<file path="config.mk">
export PLATFORM = sky130hd
export DESIGN_NAME = fallback_clock
export DESIGN_NICKNAME = d
export VERILOG_FILES = /design/src/rtl/fbclk_pkg.sv /design/src/rtl/tick_select.sv /design/src/rtl/preset_hold.sv /design/src/rtl/sexa_stage.sv /design/src/rtl/time_core.sv /design/src/rtl/fallback_clock.sv
export SDC_FILE = /design/constraint.sdc
export NUM_CORES = 1
export LEC_CHECK = 0
export ABC_AREA = 1
export ABC_CLOCK_PERIOD_IN_PS = 1840
export BUFFER_PORTS_ARGS = -buffer_cell sky130_fd_sc_hd__clkbuf_2
export CAP_MARGIN = 40
export CORE_ASPECT_RATIO = 0.5
export CORE_MARGIN = 1
export CORE_UTILIZATION = 54
export DETAILED_ROUTE_END_ITERATION = 16
export GPL_TIMING_DRIVEN = 0
export PLACE_DENSITY = 0.84
export SLEW_MARGIN = 20
export SYNTH_ARGS = -nofsm -noshare
export SYNTH_HDL_FRONTEND = slang
export SYNTH_SLANG_ARGS = --single-unit
export TNS_END_PERCENT = 1
</file>
<file path="constraint.sdc">
create_clock -name clk -period 1.84 [get_ports clk]
set_input_delay 0.368 -clock clk [delete_from_list [all_inputs] [get_ports clk]]
set_output_delay 0.368 -clock clk [all_outputs]
set_load 0.1 [all_outputs]
</file>
<file path="src/rtl/fbclk_pkg.sv">
package fbclk_pkg;

    typedef logic [3:0] digit_t;

    typedef struct packed {
        digit_t hr_t;
        digit_t hr_u;
        digit_t mn_t;
        digit_t mn_u;
        digit_t sc_t;
        digit_t sc_u;
    } hms_t;

    typedef struct packed {
        logic [7:0] year;
        logic [4:0] month;
        logic [5:0] mday;
        logic [2:0] wday;
    } date_t;

    typedef enum logic {
        SRC_RADIO  = 1'b0,
        SRC_BACKUP = 1'b1
    } src_e;

    // Next value of a BCD digit that wraps after 'last'
    function automatic digit_t digit_step(digit_t d, digit_t last);
        return (d == last) ? 4'd0 : d + 4'd1;
    endfunction

endpackage

</file>
<file path="src/rtl/tick_select.sv">
module tick_select
    import fbclk_pkg::*;
#(
    parameter int DIV   = 50,
    parameter int GUARD = 25
) (
    input  logic clk,
    input  logic rst,
    input  logic sync_ok,
    input  logic radio_tick,
    input  logic pulse_50hz,
    output logic tick,
    output src_e src
);
    localparam int CW = (DIV > 1) ? $clog2(DIV) : 1;
    localparam logic [CW-1:0] LAST  = CW'(DIV - 1);
    localparam logic [CW-1:0] GMIN  = CW'(GUARD);

    // mains pulses seen since the last counted second, saturating
    logic [CW-1:0] phase_q;
    logic          radio_ok;
    logic          backup_ok;

    always_comb begin
        src       = sync_ok ? SRC_RADIO : SRC_BACKUP;
        radio_ok  = (src == SRC_RADIO)  && radio_tick && (phase_q >= GMIN);
        backup_ok = (src == SRC_BACKUP) && pulse_50hz && (phase_q == LAST);
        tick      = radio_ok || backup_ok;
    end

    always_ff @(posedge clk) begin
        if (rst) begin
            phase_q <= LAST;
        end else if (tick) begin
            phase_q <= '0;
        end else if (pulse_50hz && phase_q != LAST) begin
            phase_q <= phase_q + 1'b1;
        end
    end

endmodule

</file>
<file path="src/rtl/preset_hold.sv">
module preset_hold
    import fbclk_pkg::*;
(
    input  logic  clk,
    input  logic  rst,
    input  logic  preset_stb,
    input  logic  tick,
    input  hms_t  dec_time,
    input  date_t dec_date,
    output logic  pending,
    output hms_t  held_time,
    output date_t held_date
);
    always_ff @(posedge clk) begin
        if (rst) begin
            pending   <= 1'b0;
            held_time <= '0;
            held_date <= '0;
        end else if (preset_stb) begin
            pending   <= 1'b1;
            held_time <= dec_time;
            held_date <= dec_date;
        end else if (tick) begin
            pending   <= 1'b0;
        end
    end

endmodule

</file>
<file path="src/rtl/sexa_stage.sv">
module sexa_stage
    import fbclk_pkg::*;
(
    input  logic   clk,
    input  logic   rst,
    input  logic   inc,
    input  logic   load,
    input  digit_t ld_t,
    input  digit_t ld_u,
    output digit_t t,
    output digit_t u,
    output logic   carry
);
    logic u_wrap;

    always_comb begin
        u_wrap = (u == 4'd9);
        carry  = inc && u_wrap && (t == 4'd5);
    end

    always_ff @(posedge clk) begin
        if (rst) begin
            t <= '0;
            u <= '0;
        end else if (load) begin
            t <= ld_t;
            u <= ld_u;
        end else if (inc) begin
            u <= digit_step(u, 4'd9);
            if (u_wrap) t <= digit_step(t, 4'd5);
        end
    end

endmodule

</file>
<file path="src/rtl/time_core.sv">
module time_core
    import fbclk_pkg::*;
(
    input  logic clk,
    input  logic rst,
    input  logic tick,
    input  logic load,
    input  hms_t load_val,
    output hms_t cur
);
    localparam int NSTAGE = 2;   // seconds, minutes

    logic   [NSTAGE:0]   inc_chain;
    digit_t [NSTAGE-1:0] ld_t, ld_u, st_t, st_u;

    assign inc_chain[0] = tick && !load;
    assign ld_t[0] = 4'd0;
    assign ld_u[0] = 4'd0;
    assign ld_t[1] = load_val.mn_t;
    assign ld_u[1] = load_val.mn_u;

    for (genvar g = 0; g < NSTAGE; g++) begin : g_stage
        sexa_stage u_stage (
            .clk  (clk),
            .rst  (rst),
            .inc  (inc_chain[g]),
            .load (load),
            .ld_t (ld_t[g]),
            .ld_u (ld_u[g]),
            .t    (st_t[g]),
            .u    (st_u[g]),
            .carry(inc_chain[g+1])
        );
    end

    digit_t hr_t_q, hr_u_q;
    logic   hr_inc, hr_top, hr_u_wrap;

    always_comb begin
        hr_inc    = inc_chain[NSTAGE];
        hr_top    = (hr_t_q == 4'd2) && (hr_u_q == 4'd3);
        hr_u_wrap = (hr_u_q == 4'd9);
    end

    always_ff @(posedge clk) begin
        if (rst) begin
            hr_t_q <= '0;
            hr_u_q <= '0;
        end else if (load) begin
            hr_t_q <= load_val.hr_t;
            hr_u_q <= load_val.hr_u;
        end else if (hr_inc) begin
            if (hr_top) begin
                hr_t_q <= '0;
                hr_u_q <= '0;
            end else begin
                hr_u_q <= digit_step(hr_u_q, 4'd9);
                if (hr_u_wrap) hr_t_q <= hr_t_q + 4'd1;
            end
        end
    end

    always_comb begin
        cur.hr_t = hr_t_q;
        cur.hr_u = hr_u_q;
        cur.mn_t = st_t[1];
        cur.mn_u = st_u[1];
        cur.sc_t = st_t[0];
        cur.sc_u = st_u[0];
    end

endmodule

</file>
<file path="src/rtl/fallback_clock.sv">
module fallback_clock
    import fbclk_pkg::*;
#(
    parameter int DIV   = 50,
    parameter int GUARD = 25
) (
    input  logic       clk,
    input  logic       rst,
    input  logic       radio_tick,
    input  logic       sync_ok,
    input  logic       pulse_50hz,
    input  logic       preset_stb,
    input  logic [3:0] dec_hr_t,
    input  logic [3:0] dec_hr_u,
    input  logic [3:0] dec_mn_t,
    input  logic [3:0] dec_mn_u,
    input  logic [7:0] dec_year,
    input  logic [4:0] dec_month,
    input  logic [5:0] dec_mday,
    input  logic [2:0] dec_wday,
    output logic [3:0] hr_t,
    output logic [3:0] hr_u,
    output logic [3:0] mn_t,
    output logic [3:0] mn_u,
    output logic [3:0] sc_t,
    output logic [3:0] sc_u,
    output logic [7:0] year,
    output logic [4:0] month,
    output logic [5:0] mday,
    output logic [2:0] wday
);
    logic  tick;
    src_e  src;
    logic  pending;
    logic  load;
    hms_t  dec_time, held_time, cur;
    date_t dec_date, held_date, date_q;

    always_comb begin
        dec_time = '{hr_t: dec_hr_t, hr_u: dec_hr_u, mn_t: dec_mn_t,
                     mn_u: dec_mn_u, sc_t: 4'd0, sc_u: 4'd0};
        dec_date = '{year: dec_year, month: dec_month,
                     mday: dec_mday, wday: dec_wday};
        load     = tick && pending;
    end

    tick_select #(.DIV(DIV), .GUARD(GUARD)) u_tick (
        .clk       (clk),
        .rst       (rst),
        .sync_ok   (sync_ok),
        .radio_tick(radio_tick),
        .pulse_50hz(pulse_50hz),
        .tick      (tick),
        .src       (src)
    );

    preset_hold u_hold (
        .clk       (clk),
        .rst       (rst),
        .preset_stb(preset_stb),
        .tick      (tick),
        .dec_time  (dec_time),
        .dec_date  (dec_date),
        .pending   (pending),
        .held_time (held_time),
        .held_date (held_date)
    );

    time_core u_core (
        .clk     (clk),
        .rst     (rst),
        .tick    (tick),
        .load    (load),
        .load_val(held_time),
        .cur     (cur)
    );

    always_ff @(posedge clk) begin
        if (rst)       date_q <= '0;
        else if (load) date_q <= held_date;
    end

    always_comb begin
        hr_t  = cur.hr_t;
        hr_u  = cur.hr_u;
        mn_t  = cur.mn_t;
        mn_u  = cur.mn_u;
        sc_t  = cur.sc_t;
        sc_u  = cur.sc_u;
        year  = date_q.year;
        month = date_q.month;
        mday  = date_q.mday;
        wday  = date_q.wday;
    end

endmodule

</file>
# ---- Word-level counts from Yosys, hierarchy flattened
# Cells that the tools add are included.
dict set report op_classes {
  bitwise 0
  n_eq_ne 9
  n_reduce_logical 25
  order_cmp 1
  div 0
  mux 22
  shifts 0
  n_addsub 7
  n_mul 0
}
# cell n
set ops {}
lappend ops {{4-bit two-way mux} 17}
lappend ops {{4-bit by 1-bit adder with 4-bit output, second input constant} 6}
lappend ops {{4-bit == test, second input constant} 3}
lappend ops {{1-bit logical AND} 12}
lappend ops {{6-bit two-way mux} 2}
lappend ops {{2-bit nonzero test} 5}
lappend ops {{4-bit by 2-bit == test with 1-bit output, second input constant} 2}
lappend ops {{4-bit by 3-bit == test with 1-bit output, second input constant} 2}
lappend ops {{6-bit by 1-bit adder with 6-bit output, second input constant} 1}
lappend ops {{6-bit == test, second input constant} 1}
lappend ops {{6-bit by 5-bit >= comparator with 1-bit output, second input constant} 1}
lappend ops {{6-bit inequality test, second input constant} 1}
lappend ops {{2-bit AND reduction} 3}
lappend ops {{2-bit OR reduction} 2}
lappend ops {{1-bit two-way mux} 3}
lappend ops {{3-bit nonzero test} 1}
lappend ops {{1-bit logical NOT} 1}
lappend ops {{1-bit logical OR} 1}
dict set report totals {
  mem_bits_ro 0
  ff_bits 91
  mem_count 0
  output_inout_bits 46
  latchBits 0
  ram_bits 0
  word_cells 85
}

# ---- Logic depth before layout (Yosys ltp)
# Gate-level depths: netlist of run 1.
dict set report logic_depth {
  ltp_word 13
  mapped_depth 15
  ltp_nobuf 15
}

# ---- Cells and area by module
# From an unflattened synthesis of run 1, not the netlist that was laid out.
dict set report hier_totals {
  hier_cells 669
  hier_area_um2 4638.2
}
# mod n_inst cells_per_inst area_per_inst_um2
set modules_own_cells {}
lappend modules_own_cells {preset_hold 1 204 1662.8}
lappend modules_own_cells {sexa_stage 2 81 498.0}
lappend modules_own_cells {fallback_clock 1 142 923.4}
lappend modules_own_cells {time_core 1 89 596.8}
lappend modules_own_cells {tick_select 1 72 459.2}

# ---- Least setup slack after synthesis of run 1
# Ideal clock, no wire load.
dict set report synth_path {
  path_type {register -> register}
  start {reg u_core.g_stage[0].u_stage.t[2]}
  end {reg u_core.g_stage[1].u_stage.t[1]}
  required_time_ns 1.716
  n_path_buf 0
  t_arrival_ns 2.177
  path_slack_ns -0.461
  setup_ns 0.124
  period_less_slack_ns 2.301
  stages_incl_launch_ff 9
  cell_sequence {dfxtp_1 inv_1 or2_2 nor3_1 nand4_2 nand2_2 nand2_1 o21ai_1 a21oi_1}
}
dict set report synth_via {
  elab_chain_cells 4
}
# item line
set synth_lines {}
lappend synth_lines {{start: declaration} sexa_stage.sv:10} ;# output digit_t t,
lappend synth_lines {{start signal: assignment} sexa_stage.sv:26} ;# t <= ld_t;
lappend synth_lines {{start signal: assignment} sexa_stage.sv:30} ;# if (u_wrap) t <= digit_step(t, 4'd5);
lappend synth_lines {{4-bit by 3-bit == test with 1-bit output} sexa_stage.sv:18} ;# carry = inc && u_wrap && (t == 4'd5);
lappend synth_lines {{1-bit logical AND} sexa_stage.sv:18}
lappend synth_lines {{2-bit nonzero test (no source line)} n/a}
lappend synth_lines {{2-bit AND reduction (no source line)} n/a}
lappend synth_lines {{end signal: assignment} sexa_stage.sv:26}
lappend synth_lines {{end signal: assignment} sexa_stage.sv:30}
lappend synth_lines {{end: declaration} sexa_stage.sv:10}
# Every way passes these cells.
# A chain may end at the register's enable or synchronous reset.

# ---- Final worst setup path of run 1
dict set report layout_path {
  start {reg u_tick.phase_q[1]}
  end {reg u_core.hr_t_q[2]}
}
dict set report layout_via {
  elab_chain_cells 12
  word_cells_on_any_way 16
  classes_between {1 x order compare; 1 x eq/ne; 1 x mux; 13 x reduce/logical}
}
# item line
set layout_lines {}
lappend layout_lines {{start: declaration} tick_select.sv:20} ;# logic [CW-1:0] phase_q;
lappend layout_lines {{start signal: assignment} tick_select.sv:37} ;# phase_q <= phase_q + 1'b1;
lappend layout_lines {{6-bit by 5-bit >= comparator with 1-bit output / 6-bit == test (equally long branches)} {tick_select.sv:26, tick_select.sv:27}}
lappend layout_lines {{1-bit logical AND, on equally long branches} {tick_select.sv:26, tick_select.sv:27}}
lappend layout_lines {{1-bit logical OR *} tick_select.sv:28} ;# tick = radio_ok || backup_ok;
lappend layout_lines {{1-bit logical AND} fallback_clock.sv:44} ;# load = tick && pending;
lappend layout_lines {{1-bit logical NOT} time_core.sv:16} ;# assign inc_chain[0] = tick && !load;
lappend layout_lines {{1-bit logical AND} time_core.sv:16}
lappend layout_lines {{1-bit logical AND (4 in a row)} sexa_stage.sv:18}
lappend layout_lines {{2-bit nonzero test (no source line)} n/a}
lappend layout_lines {{2-bit AND reduction (no source line)} n/a}
lappend layout_lines {{end signal: assignment} time_core.sv:50} ;# hr_t_q <= load_val.hr_t;
lappend layout_lines {{end signal: assignment} time_core.sv:58} ;# if (hr_u_wrap) hr_t_q <= hr_t_q + 4'd1;
lappend layout_lines {{end: declaration} time_core.sv:36} ;# digit_t hr_t_q, hr_u_q;
# Every way passes the cells marked *; elsewhere a longest branch is shown, timed or not.

==> results of run 1 <==
## logic make-up after synthesis
group | synth area share
compound gates | 0.170
xor+xnor | 0.0201
fa+ha+maj | 0.0223
buf+inv | 0.0784
flops | 0.464
simple gates | 0.245
## sequential cells by signal (all words and copies together), names as in the netlist
name,cells
year,8
u_hold.held_date,22
u_core.hr_t_q,4
month,5
u_tick.phase_q,6
wday,3
u_hold.held_time,16
u_core.hr_u_q,4
u_core.g_stage.u_stage.u,8
mday,6
u_core.g_stage.u_stage.t,8
u_hold.pending,1
## metal layers
metal	up-vias	global-route usage	part of all wire
met5	-	0	0
met4	0	0.0762	0.023
met3	22	0.0708	0.052
met1	1788	0.321	0.44
li1	1918	-	-
met2	100	0.427	0.49
## Yosys cell counts (2+ instances only)
cell type,count
nor2_1,124
dfxtp_1,91
o21ai_0,75
nand2_1,57
inv_1,49
a21oi_1,24
clkbuf_1,17
nand3_1,13
xor2_1,8
ha_1,7
nand4_1,6
o21ai_1,6
nand2_2,5
o21ai_2,4
o22ai_1,4
buf_2,3
buf_6,3
nand2_4,3
o211ai_1,3
nor2_2,2
## cell usage in the layout, fill, tap and decap left out, drive strengths merged, types with 2 or more instances in the layout
cell,synthesis,routed
a21oi,24,24
buf,7,18
clkbuf,17,116
dfxtp,91,91
ha,7,7
inv,50,53
nand2,65,65
nand3,13,13
nand4,8,8
nor2,127,127
nor3,2,2
o211ai,3,3
o21ai,85,85
o21bai,2,2
o22ai,5,5
or2,2,2
xor2,8,8
## path summary, 6_finish.rpt
check	start	end	slack [ns]	cells past startpoint
worst max-delay path	u_tick.phase_q[1]$_SDFFE_PP0P_	u_core.hr_t_q[2]$_SDFFE_PP0P_	-0.1	13
worst min-delay path	dec_year[5]	u_hold.held_date[19]$_SDFFE_PP0P_	0.25	3
worst min register to register	u_hold.held_time[17]$_SDFFE_PP0P_	u_hold.held_time[17]$_SDFFE_PP0P_	0.47	2
worst max register to register	u_tick.phase_q[1]$_SDFFE_PP0P_	u_core.hr_t_q[2]$_SDFFE_PP0P_	-0.1	13
## per-stage QoR
stage,hold slack [ns],util,instances,worst slack [ns]
after detailed placement,0.452,0.657,704,-0.131
after global placement,0.446,0.657,704,-0.0738
after global routing,0.245,0.740,730,-0.208
after CTS,0.246,0.706,721,-0.0581
after floorplan,0.428,-,524,-0.0163
final,0.247,0.740,730,-0.0956
## critical path, delay by kind of cell (launching register included)
kind,cells,cell delay [ns]
AO/OA/AOI/OAI,1,0.14
adder cells (fa/ha/maj),1,0.15
buffers and inverters,3,0.41
flip-flops,1,0.33
AND/OR/NAND/NOR,8,0.79
## power groups by stage
stage | registers [uW] | clock network (uW) | logic (uW)
floorplan | 2570 | 0 | 369
global placement | 2210 | 0 | 903
detailed placement | 2210 | 0 | 921
CTS | 2170 | 1780 | 945
global route | 2190 | 1880 | 1140
finish | 2180 | 1770 | 1060
## timing repair
action	4_1_cts	5_1_grt
cloned	0	1
gates resized for setup	14	67
endpoints found under the setup margin	42	47
pin swaps	3	23
hold buffers	0	0
buffers inserted	1	8
## final cells by class
type | count | area, um^2
Fill cell | 535 | 1780
Clock buffer | 12 | 256
Buffer | 24 | 155
Sequential cell | 91 | 1850
Multi-Input combinational cell | 359 | 1940
Clock inverter | 4 | 31.3
Tap cell | 92 | 115
Timing Repair Buffer | 98 | 537
Inverter | 50 | 190
==> results.md, run 1 <==
- Status: finished with violations
- Failing checks: negative setup slack
- Placed inst area: 4510 um^2
- Chip Height: 62.3 um
- Top Ports: 90
- Post-DRT Antenna Nets: 0
- Synthesized area: 3930 um^2
- Clk pin slew, worst setup/hold paths: 0.06 ns
- Largest net degree at the start of global routing: 16
- Cell taking the most area after synthesis: dfxtp_1
- Leak Pwr: 0.00235 uW
- Average wire per standard cell: 13.8 um
- DR pass1 iterations: 4
- Core Footprint: 6860 um^2
- Gp weighted congestion: 0.812
- Comb pwr share: 0.211
- Peak VDD IR: 0.000718 V
- Syn Inst Count: 524
- Sequential Power Share: 0.436
- Initial Utilization: 0.573
- Count of different cell masters after synthesis: 40
- Remaining DRCs: 0
- Syn Nets: 575
- DIE AREA: 7640 um^2
- Sw Share: 0.322
- Sequential fraction of the synthesis area: 0.464
- First-pass GRT wire length: 15.3 mm
- Vias in the first global route: 3,378
- Crit Path Category: flip-flop to flip-flop
- GR Overflow Total: 0
- Largest stage delay, worst path: 0.33 ns
- Final std cell area, no fill: 5080 um^2
- Clock power share: 0.353
- Final setup vio count: 13
- IO buf count: 88
- Final HPWL DP: 6.47 mm
- Share of Yosys cell area claimed by the top area cell type: 0.464
- Final wirelength: 10.1 mm
- Worst Slack Setup Final: -0.0956 ns
- Clk_lat worst skew: 0.34 ns
- Synth area leaders: dfxtp_1, nor2_1, o21ai_0, nand2_1, inv_1
- Internal power: 3400 uW
- NetSw: 1610 uW
- Required time at the worst-slack endpoint: 2.08 ns
- FFs w/ async S/R, synth: 0
- EDFF count, synth: 0
- Ant diodes: 0
- Layout area overhead: 29.2%
- Site Rows: 21
- Critical path launch point type: flip-flop
- Syn_area_per_cell: 7.50 um^2
- Final worst-path cycle share: 1.05
- Critical path's slowest cell: dfxtp_2
- RSZ-0062 raised after global routing: yes
- Crit path DAT: 2.17 ns
- Class of the worst hold path: primary input to flip-flop
- Max-slew violation count: 0
- Nets@finish: 684
- Die width: 123 um
- Num CTS Buffers: 9
- Fin crit period: 1.94 ns
- DR iter-0 viols: 259
- Root buf cell: clkbuf_16
- Power, Total: 5010 uW
- Worst-Margin Slew: 0.564 ns
- CTS tree: built
- Vias per std cell: 5.24
- Setup TNS: -0.467 ns
- CTS Buffer Depth: 2
- Max Fclk: 517 MHz
- Via Count: 3,828
- Layout cells sized above 1: 0.295
- Initial antenna violation count: 0
- CP Capture Type: flip-flop
- CTS H-Tree Depth: 3
- Top FF cell, synth: dfxtp_1
- Rel. slew slack: 0.625
- Crit path cell chain: inv_2 > ha_4 > nand2_4 > nor3_4 > nand2_2 > nand2_4 > nand2_8 > buf_12 > buf_12 > o21ai_2 > nand4_1 > nand2_1 > nor2_1
- Global-route usage over all layers: 0.256
- Critical path fanouts, max: 10
- Final clock skew: 0.00756 ns
- Clk sinks: 91
- FF+latch count, synth: 91
- Max-cap viol count: 0
- Fin. Hold Viols: 0
- Warnings from Yosys: 0
- Cell Pwr Density: 986 nW/um^2
No activity file was read; power rests on OpenSTA's default activity.
==> run 2, diff against run 1 <==
Settings changed: CELL_PAD_IN_SITES_DETAIL_PLACEMENT set to 2, CELL_PAD_IN_SITES_GLOBAL_PLACEMENT set to 2, CORE_UTILIZATION 54 to 30, GPL_TIMING_DRIVEN 0 to not set, PLACE_DENSITY 0.84 to 0.83.
==> run 2 against run 1 <==
  * Critical endpoint is now u_core.g_stage[1].u_stage.t[0]$_SDFFE_PP0P_
  * Flip-flop and latch count unchanged
  * Total power is 4.3% higher
  * Largest cell class unchanged
  * Critical path depth increased by 1
  * Clock skew is 0.0025 ns higher
  * Count of clock-buffer cells in the layout is 2 lower
  * Clock power rose by 7%
  * The flow still finishes with violations (negative setup slack)
  * Global-route usage shrank 4.8 points
  * Wire length is 43% higher
==> results.md, run 2 (synthesis results as in run 1) <==
- CP Capture Type: flip-flop
- Fin crit period: 2.05 ns (+0.118 ns)
- Setup TNS: -0.975 ns (-0.508 ns)
- Most common cell after layout, fill and taps aside: nor2_1
- Clk sinks: 91 (unchanged)
- Grt peak-use layer: met2
- Vias in the first global route: 4,324 (+28%)
- Via Count: 3,954 (+3.3%)
- Placed cells: 780 (+11%)
- CTS H-Tree Depth: 3 (unchanged)
- IO buf count: 89 (+1.1%)
- Worst-Margin Slew: 0.561 ns (-0.00316 ns)
- Worst reg2reg startpoint: u_tick.phase_q[1]$_SDFFE_PP0P_
- DIE AREA: 13,600 um^2 (+78%)
- Final clock skew: 0.0101 ns (+0.00252 ns)
- Max Fclk: 487 MHz (-5.8%)
- Final setup vio count: 15 (+2)
- Internal power: 3480 uW (+2.6%)
- Nets@finish: 684 (unchanged)
- Worst Slack Setup Final: -0.214 ns (-0.118 ns)
- Die width: 164 um (+34%)
- Layout area overhead: 33.6%
- DR iter-0 viols: 169 (-35%)
- Multi-input logic area: 1970 um^2 (+1.8%)
- Critical path's slowest cell: dfxtp_2
- Critical path fanouts, max: 8 (-2)
- Layout cells sized above 1: 0.325 (+0.0303)
- FILL cells: 1,504 (+180%)
- Register area: 1850 um^2 (about the same)
- Root buf cell: clkbuf_16
- FF-to-FF setup slack: -0.21 ns (-0.12 ns)
- Ant diodes: 0 (unchanged)
- Status: finished with violations
- Post-DRT Antenna Nets: 0 (unchanged)
- Final hold slack: 0.248 ns (+0.000924 ns)
- Num CTS Buffers: 9 (unchanged)
- Sw Share: 0.333 (+0.0110)
- Gp weighted congestion: 0.793 (-2.4%)
- Setup slack at placement: -0.166 ns (-0.0349 ns)
- GR Overflow Total: 0 (unchanged)
- Critical path origin: u_tick.phase_q[1]$_SDFFE_PP0P_
- Grt met2 use: 0.381 (-0.0464)
- Clk_lat worst skew: 0.35 ns (about the same)
- CTS tree: built
- Biggest regs: u_hold.held_date (22), u_hold.held_time (16)
- Met1 GRT Util: 0.238 (-0.0827)
- Final wirelength: 14.4 mm (+43%)
- CTS Buffer Depth: 2 (unchanged)
- Vias per std cell: 4.90 (-6.6%)
- Sequential Power Share: 0.420 (-0.016)
- Crit path max-delay family: simple AND/OR/NAND/NOR gates
- Max-slew violation count: 0 (unchanged)
- Most frequent cells in the layout: nor2_1, clkbuf_2, o21ai_0
- CP endpoint: u_core.g_stage[1].u_stage.t[0]$_SDFFE_PP0P_
- WP depth: 14 (+1)
- Max-cap viol count: 0 (unchanged)
- Crit path cell chain: inv_2 > ha_4 > inv_1 > nand2_1 > nand3_1 > nand2_1 > nand2_2 > nand2_8 > nand2_8 > inv_2 > buf_6 > o21ai_0 > nand2_1 > a21oi_1
- Comb pwr share: 0.217 (+0.006)
- Site Rows: 29 (+38%)
- Top reg by flops: u_hold.held_date
- Chip Height: 82.9 um (+33%)
- Top Ports: 90 (unchanged)
- Worst Reg2Reg Path Length in Cells: 14 (+1)
- Routing usage on met3: 0.0470 (-0.0238)
- Initial antenna violation count: 0 (unchanged)
- Power, Total: 5220 uW (+4.3%)
- Crit path top cell by count: nand2_1
- Failing checks: negative setup slack
- Rel. slew slack: 0.627 (+0.00210)
- Class of the worst hold path: primary input to flip-flop
- DR pass1 iterations: 4 (unchanged)
- Final worst-path cycle share: 1.12 (+0.0644)
- Clock power share: 0.363 (+0.010)
- Core Footprint: 12,700 um^2 (+85%)
- Hold Path Depth: 3 (unchanged)
- Global-route usage over all layers: 0.208 (-0.0482)
- Remaining DRCs: 0 (unchanged)
- Largest net degree at the start of global routing: 65 (+49)
- Reg-to-Reg End: u_core.g_stage[1].u_stage.t[0]$_SDFFE_PP0P_
- Cell Pwr Density: 995 nW/um^2 (+0.88%)
- RSZ-0062 raised after global routing: yes
- Buf+Inv Stages, Crit Path: 4 (+1)
- Clk pin slew, worst setup/hold paths: 0.07 ns (about the same)
- Crit path DAT: 2.32 ns (+0.15 ns)
- Initial Utilization: 0.309 (-0.263)
- Leak Pwr: 0.00239 uW (+1.6%)
- Critical path launch point type: flip-flop
- Final std cells w/o fill: 807 (+11%)
- Peak VDD IR: 0.000395 V (-45%)
- Final HPWL DP: 8.35 mm (+29%)
- Crit Path Category: flip-flop to flip-flop
- NetSw: 1740 uW (+7.9%)
- Fin. Hold Viols: 0 (unchanged)
- Max reg flops: 22 (unchanged)
- Required time at the worst-slack endpoint: 2.11 ns (+0.03 ns)
- Average wire per standard cell: 17.9 um (+30%)
- Largest stage delay, worst path: 0.34 ns (about the same)
- First-pass GRT wire length: 21.9 mm (+43%)
==> run 2: how the worst min path moves through the flow <==
stage,startpoint,endpoint
finish,dec_month[2],u_hold.held_date[11]$_SDFFE_PP0P_
detailed placement,u_hold.held_time[18]$_SDFFE_PP0P_,u_hold.held_time[18]$_SDFFE_PP0P_
global placement,u_hold.held_time[21]$_SDFFE_PP0P_,u_hold.held_time[21]$_SDFFE_PP0P_
global route,dec_month[1],u_hold.held_date[10]$_SDFFE_PP0P_
floorplan,u_hold.held_time[11]$_SDFFE_PP0P_,u_hold.held_time[11]$_SDFFE_PP0P_
CTS,dec_month[2],u_hold.held_date[11]$_SDFFE_PP0P_
==> run 2: through the flow <==
stage / util / cell area, um^2
after floorplan: - / 3950
after global placement: 0.367 / 4660
after detailed placement: 0.367 / 4660
after CTS: 0.402 / 5110
after global routing: 0.413 / 5250
final: 0.413 / 5250
==> run 2: layout make-up <==
class | count | share of cell area
tap | 170 | 0.0405
inverter | 50 | 0.0358
clock buffer | 10 | 0.0436
clock inverter | 5 | 0.0122
multi-input combinational | 360 | 0.376
timing repair buffer | 121 | 0.139
sequential | 91 | 0.353
==> run 2: per-layer routing <==
metal / up-vias / part of all wire
li1: 1904 / -
met1: 1950 / 0.42
met2: 72 / 0.52
met3: 28 / 0.030
met4: 0 / 0.024
met5: - / 0
==> run 2: worst reg2reg max path: cells and delay by family (launching register included) <==
| family | cells | cell delay [ns] |
|---|---|---|
| AOI/OAI and AO/OA | 2 | 0.50 |
| DFF | 1 | 0.34 |
| adders and majority gates | 1 | 0.16 |
| and+or+nand+nor | 7 | 0.69 |
| buffers and inverters | 4 | 0.29 |
==> run 2: power groups by stage <==
stage | registers (uW) | logic [uW] | clock network, uW
finish | 2190 | 1140 | 1890
global route | 2210 | 1220 | 2000
CTS | 2190 | 1060 | 1920
detailed placement | 2220 | 987 | 0
global placement | 2210 | 956 | 0
floorplan | 2570 | 369 | 0
==> run 2: timing repair <==
action,4_1_cts,5_1_grt
pin swaps,17,15
hold buffers,0,0
gates resized for setup,26,29
cloned,1,0
setup endpoints to repair,42,46
hold endpoints to repair,0,0
buffers inserted,6,5
